--- src/rtl/smw_pkg.sv ---
package smw_pkg;
  localparam int QW = 64;
  localparam int XW = 4;
  localparam logic [XW-1:0] XREG_NONE = 4'b1111;

  typedef enum logic [2:0] {
    SMW_REG = 3'd0,
    SMW_LDL = 3'd1,
    SMW_MRG = 3'd2,
    SMW_LDN = 3'd3,
    SMW_ST  = 3'd4
  } smw_form_e;

  // Forms whose low quadword is governed by the mask bit
  function automatic logic smw_is_masked(input logic [2:0] f);
    return (f == SMW_MRG) || (f == SMW_LDN);
  endfunction

  // Low-quadword selection under a single mask bit
  function automatic logic [QW-1:0] smw_lowq(input logic [QW-1:0] src,
                                             input logic [QW-1:0] old,
                                             input logic men, input logic mbit,
                                             input logic zmode);
    if (!men || mbit) return src;
    else if (zmode)   return '0;
    else              return old;
  endfunction

  // Bits 127:64 per form
  function automatic logic [QW-1:0] smw_midq(input logic [2:0] f,
                                             input logic [QW-1:0] old_mid,
                                             input logic [QW-1:0] s1_mid);
    case (f)
      SMW_LDL, SMW_LDN: return '0;
      SMW_MRG:          return s1_mid;
      default:          return old_mid;
    endcase
  endfunction

  // Whether bits above 127 are zeroed
  function automatic logic smw_clears_high(input logic [2:0] f);
    return (f == SMW_MRG) || (f == SMW_LDN);
  endfunction
endpackage

--- src/rtl/smw_decode.sv ---
module smw_decode
  import smw_pkg::*;
(
  input  logic [2:0]    form,
  input  logic [XW-1:0] xreg_field,
  input  logic          mask_en,
  input  logic          mask_bit,
  output logic          ev_fault,
  output logic          ev_rf_sel,
  output logic          ev_st_sel
);
  logic known_form;
  logic needs_none;

  always_comb begin
    known_form = (form <= SMW_ST);
    needs_none = (form == SMW_LDN) || (form == SMW_ST);
    ev_fault   = !known_form || (needs_none && (xreg_field != XREG_NONE));
    ev_rf_sel  = !ev_fault && (form != SMW_ST);
    ev_st_sel  = !ev_fault && (form == SMW_ST) && (!mask_en || mask_bit);
  end
endmodule

--- src/rtl/smw_compose.sv ---
module smw_compose
  import smw_pkg::*;
#(
  parameter int VW = 256
) (
  input  logic [2:0]    form,
  input  logic [127:0]  vsrc1,
  input  logic [QW-1:0] qsrc,
  input  logic [VW-1:0] dst_old,
  input  logic          mask_en,
  input  logic          mask_bit,
  input  logic          zero_mode,
  output logic [VW-1:0] wdata,
  output logic [QW-1:0] sdata
);
  logic [QW-1:0] low_q;
  logic [QW-1:0] mid_q;

  always_comb begin
    low_q = smw_is_masked(form)
          ? smw_lowq(qsrc, dst_old[QW-1:0], mask_en, mask_bit, zero_mode)
          : qsrc;
    mid_q = smw_midq(form, dst_old[127:64], vsrc1[127:64]);
    sdata = vsrc1[QW-1:0];
  end

  generate
    if (VW > 128) begin : g_wide
      localparam int HW = VW - 128;
      logic [HW-1:0] high_q;
      always_comb begin
        high_q = smw_clears_high(form) ? '0 : dst_old[VW-1:128];
        wdata  = {high_q, mid_q, low_q};
      end
    end else begin : g_narrow
      always_comb wdata = {mid_q, low_q};
    end
  endgenerate
endmodule

--- src/rtl/scalar_merge_wb.sv ---
module scalar_merge_wb
  import smw_pkg::*;
#(
  parameter int VW = 256
) (
  input  logic          clk,
  input  logic          rst_n,
  input  logic          in_valid,
  input  logic [2:0]    form,
  input  logic [127:0]  vsrc1,
  input  logic [63:0]   qsrc,
  input  logic [VW-1:0] dst_old,
  input  logic          mask_en,
  input  logic          mask_bit,
  input  logic          zero_mode,
  input  logic [3:0]    xreg_field,
  output logic          out_valid,
  output logic          rf_we,
  output logic [VW-1:0] rf_wdata,
  output logic          st_en,
  output logic [63:0]   st_data,
  output logic          ud_fault
);
  // Named internal events, visible to the checker
  logic          ev_fault;
  logic          ev_rf_sel;
  logic          ev_st_sel;
  logic [VW-1:0] nx_wdata;
  logic [QW-1:0] nx_sdata;

  smw_decode u_dec (
    .form       (form),
    .xreg_field (xreg_field),
    .mask_en    (mask_en),
    .mask_bit   (mask_bit),
    .ev_fault   (ev_fault),
    .ev_rf_sel  (ev_rf_sel),
    .ev_st_sel  (ev_st_sel)
  );

  smw_compose #(.VW(VW)) u_cmp (
    .form      (form),
    .vsrc1     (vsrc1),
    .qsrc      (qsrc),
    .dst_old   (dst_old),
    .mask_en   (mask_en),
    .mask_bit  (mask_bit),
    .zero_mode (zero_mode),
    .wdata     (nx_wdata),
    .sdata     (nx_sdata)
  );

  always_ff @(posedge clk or negedge rst_n) begin
    if (!rst_n) begin
      out_valid <= 1'b0;
      rf_we     <= 1'b0;
      st_en     <= 1'b0;
      ud_fault  <= 1'b0;
      rf_wdata  <= '0;
      st_data   <= '0;
    end else begin
      out_valid <= in_valid;
      rf_we     <= in_valid && ev_rf_sel;
      st_en     <= in_valid && ev_st_sel;
      ud_fault  <= in_valid && ev_fault;
      if (in_valid) begin
        rf_wdata <= nx_wdata;
        st_data  <= nx_sdata;
      end
    end
  end
endmodule

--- config.mk ---
export PLATFORM = sky130hd
export DESIGN_NAME = scalar_merge_wb
export DESIGN_NICKNAME = d
export VERILOG_FILES = /design/src/rtl/smw_pkg.sv /design/src/rtl/smw_decode.sv /design/src/rtl/smw_compose.sv /design/src/rtl/scalar_merge_wb.sv
export SDC_FILE = /design/constraint.sdc
export NUM_CORES = 1
export LEC_CHECK = 0
export CAP_MARGIN = 20
export CORE_AREA = 2 2 306 308
export CTS_CLUSTER_SIZE = 28
export DETAILED_ROUTE_END_ITERATION = 8
export DIE_AREA = 0 0 308 310
export SYNTH_ARGS = -nofsm -noshare
export SYNTH_HDL_FRONTEND = slang
export SYNTH_SLANG_ARGS = --single-unit
--- constraint.sdc ---
create_clock -name clk -period 1.6 [get_ports clk]
set_input_delay 0.16 -clock clk [delete_from_list [all_inputs] [get_ports clk]]
set_output_delay 0.16 -clock clk [all_outputs]
set_load 0.02 [all_outputs]
==> results of run 1 <==
## cells in the mapped netlist, drive strengths merged, types with 2 or more instances
cell type  count  area, um2
a21oi          2       10.0
buf           67        413
clkbuf        23       86.3
o21ai          2       10.0
dfrtp        324       8110
a31oi         64        400
nand2b         2       12.5
nor2b         64        400
mux2          64        721
nand3b        64        480
a22o         128       1120
and2           2       12.5
nor2          66        250
inv            2       7.50
nand2         64        240
a221o         64        641
## path summary, 6_finish.rpt
| path | from | end | cells past startpoint |
|---|---|---|---|
| worst min-delay path | rst_n | rf_wdata[134] | 2 |
| worst min register to register | st_data[26] | st_data[26] | 1 |
| worst max-delay path | rf_wdata[12] | rf_wdata[12] | 1 |
| worst max register to register | rf_wdata[85] | rf_wdata[85] | 2 |
| min in group clk | qsrc[12] | rf_wdata[12] | 3 |
| max in group asynchronous | rst_n | rf_wdata[160] | 4 |
## per-layer routing
metal  vias up  share of wire [%]
met5         -                  0
met3        90                9.8
met2       558                 49
met4         0                3.1
li1       5345                  -
met1      5651                 38
## state kept, by name, summed over array words and instances (netlist names)
| signal | flops |
|---|---|
| rf_wdata | 256 |
| st_data | 64 |
| out_valid | 1 |
| rf_we | 1 |
| st_en | 1 |
| ud_fault | 1 |
## stage by stage
stage,std cells,hold WS (ns),total power [mW],instance area [um2]
CTS,3038,0.0279,24.8,23700
global placement,2963,0.0784,15.3,22600
floorplan,1008,-0.136,11.7,13000
global route,3038,0.0498,25.4,23700
detailed placement,2963,0.0809,15.3,22600
finish,3040,0.0725,24.3,23700
## cell type report
class	count	area, um2
clock inverter	17	264
antenna	2	5.00
sequential	324	8110
multi-input combinational	592	4380
timing repair buffer	850	8270
tap	1197	1500
fill	9849	68800
clock buffer	56	1160
inverter	2	10.0
## power groups by stage
stage	sequential [mW]	clock, mW	combinational, mW
global route	9.53	10.4	5.46
detailed placement	9.60	0	5.75
global placement	9.60	0	5.71
floorplan	10.5	0	1.15
CTS	9.45	10.1	5.20
finish	9.44	9.74	5.11
## worst register-to-register path: cells and delay by family (launching register included)
| kind | cells | cell delay, ns |
|---|---|---|
| compound gates | 1 | 0.26 |
| simple gates | 1 | 0.15 |
| flops | 1 | 0.43 |
## logic make-up after synthesis
logic type      Yosys count  synth area share [%]
flops                   324                  62.5
mux                      64                  5.56
compound gates          262                  16.9
buf+inv                  92                  3.91
simple gates            266                  11.1
## timing repair
action | CTS | global route
endpoints found under the setup margin | 323 | 2
hold endpoints to repair | 297 | 0
resized for setup | 338 | 2
hold buffers | 2 | 0
==> impl_metrics.tcl, run 1 <==
set metrics [dict create \
    syn_inst 1008 \
    first_global_vias 12000 \
    cts_root_buf "clkbuf_16" \
    critPathMaxFanout 2 \
    dp.final_hpwl_um 40800 \
    grt_use_met3_pct 4.12 \
    synth.avg_cell_area_um2 12.9 \
    coreArea_um2 92500 \
    seqPwrFrac_pct 38.9 \
    clk_latency_ns 0.57 \
    finalCritPeriodShare_pct 95.6 \
    status "completed" \
    fin_setup_tns_ns 0 \
    final_hold_viol_count 0 \
    synth_edf_count 0 \
    wire_per_inst_um 17.6 \
    cp_cell_sequence "dlygate4sd2_1" \
    slew_viol_final 0 \
    start_kind "flop" \
    max_stage_delay_ns 0.42 \
    clkTransAtPathRegs_ns 0.06 \
    critPathRequiredTime_ns 1.44 \
    drt_first_pass_iters 5 \
    crit_path_end_kind "output pin" \
    syn_nets 1469 \
    ir_drop_uv 597 \
    fin_crit_ns 1.53 \
    die_h_um 310 \
    grt_max_degree 65 \
    use_met1_pct 11.8 \
    fp.dieW_um 308 \
    gp_congestion 0.796 \
    cts_made_buffers 41 \
    grt_pass1_wl_um 76700 \
    initial_utilization_pct 14.0 \
    final_common_cell "clkdlybuf4s50_1" \
    power_switching_mw 6.80 \
    die-area_um2 95500 \
    drt-total-wl_um 53600 \
    worst-path-buf-inv 1 \
    combPwrFrac_pct 21.0 \
    drc 0 \
    timing.fmax_mhz 654 \
    setup_viol 0 \
    p_per_area_nw_per_um2 1020 \
    mappedNetlistArea_um2 13000 \
    grt_busiest_layer "met2" \
    met2_usage_pct 18.4 \
    rsz0062_at_grt "false" \
    cts_htree_levels 2 \
    antenna_left 0 \
    criticalPathCategory "reg2out" \
    nNetsFinal 2272 \
    worst_pin_slew_ns 0.411 \
    syn_to_final_growth_pct 82.7 \
    vias 11600 \
    clkPwrFrac_pct 40.1 \
    p_leak_nw 10.4 \
    slowest_stage "dfrtp_1" \
    crit_arrival_ns 1.37 \
    grt_use_total_pct 10.6 \
    synth_ff_type "dfrtp_1" \
    power.share.switching_pct 28.0 \
    slew_headroom_pct 72.6 \
    r2r_slack_ns 0.64 \
    avgViaCountPerCell 3.83 \
    ys_ff_latch 324 \
    critPathTopFamily "flip-flops" \
    synth_warnings 0 \
    fin_ws_ns 0.0708 \
    row_count 112 \
    async_reset_ff_share_pct 100 \
    drive_gt1_share_pct 7.93 \
    p_int_mw 17.5 \
    cts_setup_buffers 0 \
    cts_tree "done" \
    min_path_type "in2async" \
    mostFrequentLayoutCells "clkdlybuf4s50_1 (458), dfrtp_1 (323), dlygate4sd2_1 (313), a22o_1 (128), nor2_1 (65)" \
    maxCapViolCount 0 \
    fin_skew_ns 0 \
    cts_num_sinks 324 \
    grt-ovfl-total 0 \
    port_buffers 784 \
    ys_types 27 \
    clock_path_buffers 3 \
    dr.first_iter.drc_count 629 \
    place_ws_ns -0.229 \
    fin_util_pct 25.6 \
    boundaryPins 785 \
    antenna_found_initial 1 \
    synth_seq_area_share_pct 62.5 \
]
Note: power is estimated with default switching activity, not from simulation.
==> run 2, diff against run 1 <==
--- a/config.mk
+++ b/config.mk
@@ -10,6 +10,7 @@
 export CTS_CLUSTER_SIZE = 28
 export DETAILED_ROUTE_END_ITERATION = 8
 export DIE_AREA = 0 0 308 310
+export RECOVER_POWER = 25
 export SYNTH_ARGS = -nofsm -noshare
 export SYNTH_HDL_FRONTEND = slang
 export SYNTH_SLANG_ARGS = --single-unit
==> run 2 against run 1 <==
  * Clock-buffer cell count did not move
  * Register-to-register slack barely moved
  * Clock skew did not move
  * Sequential share of layout area rose by 0.10 points
  * Worst hold slack improved by 0.067 ns
  * Fmax barely moved
  * Total power fell by 0.12%
  * Flip-flop and latch count did not move
  * Cell area fell by 0.30%
  * Highest routed layer unchanged
  * Critical path depth did not move
  * Core utilization fell by 0.076 points
  * Global-route usage did not move
==> impl_metrics.tcl, run 2 (same netlist as run 1, synthesis figures left out) <==
set metrics [dict create \
    top_register "rf_wdata" \
    gp_congestion 0.796 \
    layoutNonFillerInstCount 3040 \
    nNetsFinal 2272 \
    grt_use_total_pct 10.6 \
    wire_per_inst_um 17.6 \
    drt_first_pass_iters 6 \
    initial_utilization_pct 14.0 \
    port_buffers 784 \
    antenna_left 0 \
    coreArea_um2 92500 \
    slew_headroom_pct 36.3 \
    dr.first_iter.drc_count 602 \
    criticalPathCategory "reg2out" \
    dp_cells 2963 \
    mostFrequentLayoutCells "clkdlybuf4s50_1 (458), dfrtp_1 (323), dlygate4sd2_1 (313), a22o_1 (128), nor2_1 (65)" \
    drive_gt1_share_pct 7.71 \
    cts_num_sinks 324 \
    crit_arrival_ns 1.37 \
    clkTransAtPathRegs_ns 0.06 \
    p_leak_nw 10.4 \
    setup_viol 0 \
    fin_util_pct 25.5 \
    die-area_um2 95500 \
    n_fill_cell 9862 \
    first_global_vias 12000 \
    boundaryPins 785 \
    cts_tree "done" \
    finalCritPeriodShare_pct 95.6 \
    fin_skew_ns 0 \
    cts_setup_buffers 0 \
    worst-path-buf-inv 1 \
    rsz0062_at_grt "false" \
    max_stage_delay_ns 0.42 \
    critPathMaxFanout 2 \
    avgViaCountPerCell 3.85 \
    largest_register_ffs 256 \
    worst_pin_slew_ns 0.955 \
    fin_ws_ns 0.0702 \
    cts_htree_levels 2 \
    final_common_cell "clkdlybuf4s50_1" \
    grt_max_degree 65 \
    status "completed" \
    drt-total-wl_um 53600 \
    syn_to_final_growth_pct 82.2 \
    dp.final_hpwl_um 40800 \
    critPathTopFamily "flip-flops" \
    place_ws_ns -0.229 \
    cts_made_buffers 41 \
    drc 0 \
    fp.dieW_um 308 \
    clk_latency_ns 0.57 \
    cp_cell_sequence "dlygate4sd2_1" \
    slew_viol_final 0 \
    p_per_area_nw_per_um2 1030 \
    grt-ovfl-total 0 \
    final_hold_viol_count 0 \
    cts_root_buf "clkbuf_16" \
    row_count 112 \
    met2_length_um 26300 \
    timing.fmax_mhz 654 \
    largestRegisters "rf_wdata (256), st_data (64)" \
    clock_path_buffers 3 \
    crit_path_end_kind "output pin" \
    vias 11700 \
    start_kind "flop" \
    min_path_type "in2reg" \
    ir_drop_uv 595 \
    top_layer_used "met4" \
    wl_met3_um 5180 \
    antenna_found_initial 1 \
    slowest_stage "dfrtp_1" \
    grt_pass1_wl_um 76700 \
    maxCapViolCount 0 \
    fin_crit_ns 1.53 \
    wl_met1_um 20500 \
    die_h_um 310 \
    critPathRequiredTime_ns 1.44 \
]
run 2: cell types whose count changed in the layout (fill, tap and decap cells not counted):
cell,before,now
buf_8,1,0
buf_6,0,2
buf_12,24,20
buf_4,41,36
clkbuf_2,0,2
clkbuf_4,0,2
clkbuf_1,7,11
run 2: final timing paths:
kind,end,slack [ns],cells past startpoint,start
setup / recovery,rf_wdata[146],0.07,1,rf_wdata[146]
hold reg to reg,st_data[26],0.48,1,st_data[26]
min in group asynchronous,rf_wdata[134],0.28,2,rst_n
hold / removal,rf_wdata[12],0.14,3,qsrc[12]
max in group asynchronous,rf_wdata[56],0.25,3,rst_n
setup reg to reg,rf_wdata[85],0.65,2,rf_wdata[85]
run 2: power by group:
group / internal [mW] / switching, mW / total (mW)
Sequential: 9.00 / 0.441 / 9.44
Clock: 5.92 / 3.81 / 9.73
Combinational: 2.54 / 2.55 / 5.09
run 2: repair_timing:
| action | 4_1_cts | 5_1_grt |
|---|---|---|
| setup endpoints to repair | 323 | 2 |
| resized for setup | 338 | 2 |
| hold buffers | 2 | 0 |
| endpoints found under the hold margin | 297 | 0 |
run 2: area by class of cell:
cell class,count,area [um2],share of cell area (%)
repair buffers,850,8200,34.7
flip-flops and latches,324,8110,34.3
multi-input cells,592,4380,18.5
well taps,1197,1500,6.34
clock buffers,56,1160,4.92
clock inverters,17,264,1.12
inverters,2,10.0,0.0424
diodes,2,5.00,0.0212
run 2: through the flow:
step | power (mW) | cell area (um2) | TNS, ns | hold WS [ns]
after global routing | 25.4 | 23600 | 0 | 0.108
after detailed placement | 15.3 | 22600 | -41.63 | 0.0809
after floorplan | 11.7 | 13000 | 0 | -0.136
after CTS | 24.8 | 23700 | -0.0191 | 0.0279
final | 24.3 | 23600 | 0 | 0.140
after global placement | 15.3 | 22600 | -37.52 | 0.0784
run 2: metal layers:
| layer | GRT usage [%] | up-vias |
|---|---|---|
| li1 | - | 5349 |
| met5 | 0 | - |
| met2 | 18.4 | 538 |
| met4 | 3.62 | 0 |
| met3 | 4.12 | 88 |
| met1 | 11.8 | 5722 |
